`src/rtl/pipe8_pkg.sv`:
```
package pipe8_pkg;
   localparam int NSTG = 8;

   typedef enum int {
      ST_FA = 0,
      ST_FE = 1,
      ST_DC = 2,
      ST_AR = 3,
      ST_AI = 4,
      ST_OR = 5,
      ST_EX = 6,
      ST_WB = 7
   } stage_e;

   // stages whose pending write can collide with the address-issue read
   localparam int N_WCHK = int'(ST_WB) - int'(ST_AI);
endpackage

```
`src/rtl/pipe8_stage.sv`:
```
module pipe8_stage #(
   parameter int DW = 8
) (
   input  logic          clk,
   input  logic          rst_n,
   input  logic          hold,
   input  logic          kill,
   input  logic          d_valid,
   input  logic [DW-1:0] d_data,
   output logic          q_valid,
   output logic [DW-1:0] q_data
);
   if (DW < 1) begin : g_bad_dw
      $error("pipe8_stage: DW must be positive");
   end

   always_ff @(posedge clk or negedge rst_n) begin
      if (!rst_n) begin
         q_valid <= 1'b0;
         q_data  <= '0;
      end else if (!hold) begin
         q_valid <= d_valid & ~kill;
         q_data  <= d_data;
      end
   end
endmodule

```
`src/rtl/pipe8_hazard.sv`:
```
module pipe8_hazard #(
   parameter int ADDR_W = 8,
   parameter int CMP_W  = ADDR_W,
   parameter int NW     = 3
) (
   input  logic                       rd_req,
   input  logic [ADDR_W-1:0]          rd_addr,
   input  logic [NW-1:0]              wr_live,
   input  logic [NW-1:0][ADDR_W-1:0]  wr_addr,
   output logic                       hit
);
   if (CMP_W < 1 || CMP_W > ADDR_W) begin : g_bad_cmp
      $error("pipe8_hazard: CMP_W must lie in 1..ADDR_W");
   end
   if (NW < 1) begin : g_bad_nw
      $error("pipe8_hazard: NW must be positive");
   end

   logic [NW-1:0] match;

   for (genvar k = 0; k < NW; k++) begin : g_cmp
      if (CMP_W == ADDR_W) begin : g_full
         assign match[k] = wr_live[k] && (wr_addr[k] == rd_addr);
      end else begin : g_part
         // narrow compare: aliasing only adds stalls, never drops one
         assign match[k] = wr_live[k] &&
                           (wr_addr[k][CMP_W-1:0] == rd_addr[CMP_W-1:0]);
      end
   end

   assign hit = rd_req && (|match);
endmodule

```
`src/rtl/pipe8_interlock.sv`:
```
module pipe8_interlock
   import pipe8_pkg::*;
#(
   parameter int ADDR_W = 16,
   parameter int TAG_W  = 8,
   parameter int CMP_W  = ADDR_W
) (
   input  logic              clk,
   input  logic              rst_n,
   input  logic              in_valid,
   output logic              in_ready,
   input  logic              in_rd_en,
   input  logic [ADDR_W-1:0] in_rd_addr,
   input  logic              in_wr_en,
   input  logic [ADDR_W-1:0] in_wr_addr,
   input  logic [TAG_W-1:0]  in_tag,
   output logic [7:0]        stage_valid,
   output logic [7:0]        stage_stall,
   output logic              opr_rd_en,
   output logic [ADDR_W-1:0] opr_rd_addr,
   output logic              mem_wr_en,
   output logic [ADDR_W-1:0] mem_wr_addr,
   output logic              retire_valid,
   output logic [TAG_W-1:0]  retire_tag
);
   // descriptor layout, low to high: tag, write address, write flag,
   // read address, read flag
   localparam int TAG_LO = 0;
   localparam int WA_LO  = TAG_LO + TAG_W;
   localparam int WE_B   = WA_LO + ADDR_W;
   localparam int RA_LO  = WE_B + 1;
   localparam int RE_B   = RA_LO + ADDR_W;
   localparam int DW     = RE_B + 1;
   localparam int HOLD_LAST = int'(ST_AI);
   localparam int BUBBLE_AT = int'(ST_OR);

   if (ADDR_W < 1) begin : g_bad_addr
      $error("pipe8_interlock: ADDR_W must be positive");
   end
   if (TAG_W < 1) begin : g_bad_tag
      $error("pipe8_interlock: TAG_W must be positive");
   end
   if (NSTG != 8) begin : g_bad_nstg
      $error("pipe8_interlock: stage count is fixed at eight");
   end

   logic [NSTG-1:0] v;
   logic [DW-1:0]   dat [NSTG];
   logic [DW-1:0]   in_desc;
   logic            stall;

   assign in_desc = {in_rd_en, in_rd_addr, in_wr_en, in_wr_addr, in_tag};

   for (genvar s = 0; s < NSTG; s++) begin : g_stg
      logic          d_v;
      logic [DW-1:0] d_d;
      if (s == 0) begin : g_head
         assign d_v = in_valid;
         assign d_d = in_desc;
      end else begin : g_link
         assign d_v = v[s-1];
         assign d_d = dat[s-1];
      end

      logic hold_s;
      logic kill_s;
      if (s <= HOLD_LAST) begin : g_front
         assign hold_s = stall;
         assign kill_s = 1'b0;
      end else if (s == BUBBLE_AT) begin : g_bub
         assign hold_s = 1'b0;
         assign kill_s = stall;
      end else begin : g_back
         assign hold_s = 1'b0;
         assign kill_s = 1'b0;
      end

      pipe8_stage #(.DW(DW)) u_stg (
         .clk     (clk),
         .rst_n   (rst_n),
         .hold    (hold_s),
         .kill    (kill_s),
         .d_valid (d_v),
         .d_data  (d_d),
         .q_valid (v[s]),
         .q_data  (dat[s])
      );

      assign stage_stall[s] = (s <= HOLD_LAST) ? stall : 1'b0;
   end

   // writers pending downstream of the address-issue stage
   logic [N_WCHK-1:0]             wlive;
   logic [N_WCHK-1:0][ADDR_W-1:0] waddr;

   for (genvar k = 0; k < N_WCHK; k++) begin : g_wsrc
      localparam int SI = int'(ST_AI) + 1 + k;
      assign wlive[k] = v[SI] && dat[SI][WE_B];
      assign waddr[k] = dat[SI][WA_LO +: ADDR_W];
   end

   logic ai_rd;
   assign ai_rd = v[ST_AI] && dat[ST_AI][RE_B];

   pipe8_hazard #(
      .ADDR_W (ADDR_W),
      .CMP_W  (CMP_W),
      .NW     (N_WCHK)
   ) u_haz (
      .rd_req  (ai_rd),
      .rd_addr (dat[ST_AI][RA_LO +: ADDR_W]),
      .wr_live (wlive),
      .wr_addr (waddr),
      .hit     (stall)
   );

   assign in_ready     = ~stall;
   assign stage_valid  = v;
   assign opr_rd_en    = ai_rd && !stall;
   assign opr_rd_addr  = dat[ST_AI][RA_LO +: ADDR_W];
   assign mem_wr_en    = v[ST_WB] && dat[ST_WB][WE_B];
   assign mem_wr_addr  = dat[ST_WB][WA_LO +: ADDR_W];
   assign retire_valid = v[ST_WB];
   assign retire_tag   = dat[ST_WB][TAG_LO +: TAG_W];
endmodule

```
`config.mk`:
```
export PLATFORM = sky130hd
export DESIGN_NAME = pipe8_interlock
export DESIGN_NICKNAME = d
export VERILOG_FILES = /design/src/rtl/pipe8_pkg.sv /design/src/rtl/pipe8_stage.sv /design/src/rtl/pipe8_hazard.sv /design/src/rtl/pipe8_interlock.sv
export SDC_FILE = /design/constraint.sdc
export NUM_CORES = 1
export LEC_CHECK = 0
export BUFFER_PORTS_ARGS = -buffer_cell sky130_fd_sc_hd__clkbuf_2
export CORE_UTILIZATION = 30
export DETAILED_ROUTE_END_ITERATION = 7
export PLACE_DENSITY = 0.43
export REMOVE_ABC_BUFFERS = 1
export SETUP_SLACK_MARGIN = 0.05
export SLEW_MARGIN = 20
export SYNTH_ARGS = -nofsm -noshare
export SYNTH_HDL_FRONTEND = slang
export SYNTH_SLANG_ARGS = --single-unit
```
`constraint.sdc`:
```
create_clock -name clk -period 3.2 [get_ports clk]
set_clock_uncertainty 0.05 [all_clocks]
set_input_delay 0.32 -clock clk [delete_from_list [all_inputs] [get_ports clk]]
set_output_delay 0.32 -clock clk [all_outputs]
set_load 0.01 [all_outputs]
```
==> summary.txt <==
Synth
  • Yosys top cell area share: 0.668
  • Area leader, netlist: dfrtp_1
  • Mapped Cells: roughly 670
  • Syn_area_per_cell: between 15 and 20 µm²
  • Seq/Total Area, Yosys: 0.668
  • Library cells used by synthesis: 24
  • Yosys reg bits: roughly 290
  • Mapped Area: 0.0110 mm²
  • Top post-synthesis cells by area: dfrtp_1, mux2_1, mux2_2
  • Synthesis Warnings: 0

Route
  • Starting DRC count in detailed routing: approximately 170
  • Avg Vias per Cell: between 4 and 5
  • Drt total wl: around 19 mm
  • First-pass iteration count of the detailed router: 8
  • Wirelength per Cell: around 15 µm
  • DRC: 10
  • Post-DRT Antenna Nets: 0
  • Vias: 5334

Global route
  • Vias in the first global route: ~5800
  • Largest net degree at the start of global routing: 140
  • Gr ovfl total: 0
  • First-pass GRT wire length: 31.8 mm
  • Initial antenna violation count: 0
  • GRT Util Overall: 0.106

STA
  • Unrepaired setup endpoints after global routing: yes
  • Tcrit/Tclk final: 0.961
  • Highest clock rate: 0.325 GHz
  • Final TNS setup: 0 ns
  • Pins Over Slew Limit: 0
  • Hold Slack: 0.0164 ns
  • Final setup fails: 0
  • Hold Vio Cnt, Final: 0
  • Rel. slew slack: 0.393
  • Worst slew pin tran: 0.911 ns
  • Period minus WS final: 3.07 ns

Finish
  • Final net count: between 800 and 900
  • Share of cells above drive strength 1: 0.302
  • Area occupied by multi-input gates: 0.00311 mm²
  • Final Util: 0.369
  • Register Area: 0.00734 mm²
  • Layout area overhead: 20.4%
  • # diodes: 0
  • Fin cells: about 1300
  • Fillers: around 3400

Clock network
  • Root buf cell: clkbuf_16
  • Clock Latency Late Sink: between 0.4 and 0.5 ns
  • CTS Sinks: 293
  • TritonCTS clock tree: yes
  • Clock buffer count from CTS: 35
  • Depth of the CTS H-tree: 2
  • Clock-pin slew on the worst setup and hold paths: 0.05 ns
  • Clk buf depth: 3

Power
  • Worst VDD drop: 363 µV
  • Pwr Total: a little over 8 mW
  • P_leak: roughly 5.8 nW
  • Pwr dens: between 600 and 700 mW/mm²

Setup path
  • CP Class: reg -> out
  • CP Capture Type: output port
  • Worst Path Max Fanout: 5
  • Critical Path RT: 2.83 ns
  • Worst setup SP type: flop
  • Data arrival time of the critical path: 2.70 ns

Floorplan
  • Number of rows created at floorplan: 69
  • Chip Height: 193 µm
  • Die ar.: 0.0374 mm²
  • I/O pin cnt: 105
  • Starting density of the core: 0.306
  • Core area: 0.0358 mm²
  • DIE WIDTH: 193 µm

Placement
  • Post-DP HPWL: 12.1 mm
  • Placed Instances: roughly 1200
  • IO Port Bufs: 101
  • Gpl congestion: 0.741

Run status
  • Status: finished, violations left
  • Failing checks: DRC

Worst hold path
  • Worst hold path class: in -> reg

Job
  • Max-Cap Viols: 0
==> critical path, stage by stage (launching register included) <==
cell	delay, ns
dfrtp_2	0.44
xor2_1	0.18
nor4_2	0.33
nand2_1	0.13
or4_4	0.55
or2_2	0.31
and2_1	0.15
clkbuf_2	0.13
==> final timing paths <==
kind,start,to,slack (ns),depth (start not counted)
max,g_stg[4].u_stg.q_data[33],in_ready,0.13,7
min,in_rd_addr[3],g_stg[0].u_stg.q_data[28],0.02,2
max reg2reg,g_stg[4].u_stg.q_data[25],g_stg[2].u_stg.q_data[3],0.13,9
min reg2reg,g_stg[6].u_stg.q_data[2],g_stg[7].u_stg.q_data[2],0.29,0
max in group asynchronous,rst_n,g_stg[1].u_stg.q_data[29],1.80,3
min in group asynchronous,rst_n,g_stg[4].u_stg.q_data[3],0.41,2
==> layout make-up <==
cell class	count	share of cell area
multi-input combinational	301	0.235
tap	461	0.0436
timing repair buffer	158	0.0823
sequential	293	0.555
clock buffer	54	0.0802
clock inverter	4	0.00341
==> report_power, final <==
group | switching [mW] | leakage (nW) | internal [mW]
Combinational | 0.192 | 1.82 | 0.201
Sequential | 0.116 | 3.41 | 3.90
Clock | 1.42 | 0.544 | 2.34
==> synthesized netlist by cell type <==
cell type  number
xor2_1         32
nand3_1         3
nor2_1          1
nand2b_1        2
mux2_1        148
conb_1          1
nor3_1          2
buf_4          68
a21boi_0        1
mux2_2         65
o311ai_2        1
dfrtp_1       293
buf_2           6
nor4_1          8
or2_2           2
nand2_1         8
nand4_1         3
o32a_1          1
or4_1           1
xnor2_1        16
and2_1          2
nor4_2          1
buf_6           5
and3_1          1
==> routing by layer <==
layer	share of wire	global-route usage	up-vias
li1	-	-	2485
met1	0.48	0.147	2714
met2	0.45	0.161	103
met3	0.049	0.0249	32
met4	0.026	0.0356	0
met5	0	0	-
==> flip-flops by register name, indices dropped and copies added, names as in the netlist <==
name                 count
g_stg.u_stg.q_valid      8
g_stg.u_stg.q_data     285
==> logic make-up (layout without fill, tap and decap cells) <==
logic type | after synthesis | after routing | synth area share
XOR/XNOR | 48 | 48 | 0.0383
AND/OR/NAND/NOR | 34 | 34 | 0.0174
flip-flops | 293 | 293 | 0.668
other | 1 | 3 | 0.000342
AO/OA/AOI/OAI | 3 | 3 | 0.00308
buffers and inverters | 79 | 216 | 0.0544
multiplexers | 213 | 213 | 0.219
==> cell usage in the layout (no fill, tap or decap), types with 2 or more instances in the layout <==
cell type | Yosys | final
mux2_1 | 148 | 148
mux2_2 | 65 | 65
clkbuf_1 | 0 | 10
buf_12 | 0 | 3
and2_1 | 2 | 2
buf_4 | 68 | 12
nand2b_1 | 2 | 2
dfrtp_2 | 0 | 4
nor3_1 | 2 | 2
xnor2_1 | 16 | 16
clkbuf_8 | 0 | 7
conb_1 | 1 | 3
dfrtp_1 | 293 | 289
nand4_1 | 3 | 3
clkbuf_16 | 0 | 37
nand2_1 | 8 | 7
or2_2 | 2 | 2
dlygate4sd3_1 | 0 | 41
clkinv_2 | 0 | 3
nor4_2 | 1 | 4
nand3_1 | 3 | 3
nor4_1 | 8 | 4
clkbuf_2 | 0 | 100
xor2_1 | 32 | 31
==> stage by stage <==
stage	setup slack, ns	instance area, µm²
after floorplan	-8.02	10400
after detailed placement	0.134	11600
after CTS	0.0932	13200
final	0.126	13200
after global routing	0.0295	13200
after global placement	0.134	11600
==> timing repair <==
action	CTS	global route
pin swaps	2	4
hold buffers	41	0
gates resized for setup	10	3
buffers inserted	6	1
hold endpoints to repair	129	0
setup endpoints to repair	6	6
No activity file was read; power rests on OpenSTA's default activity.
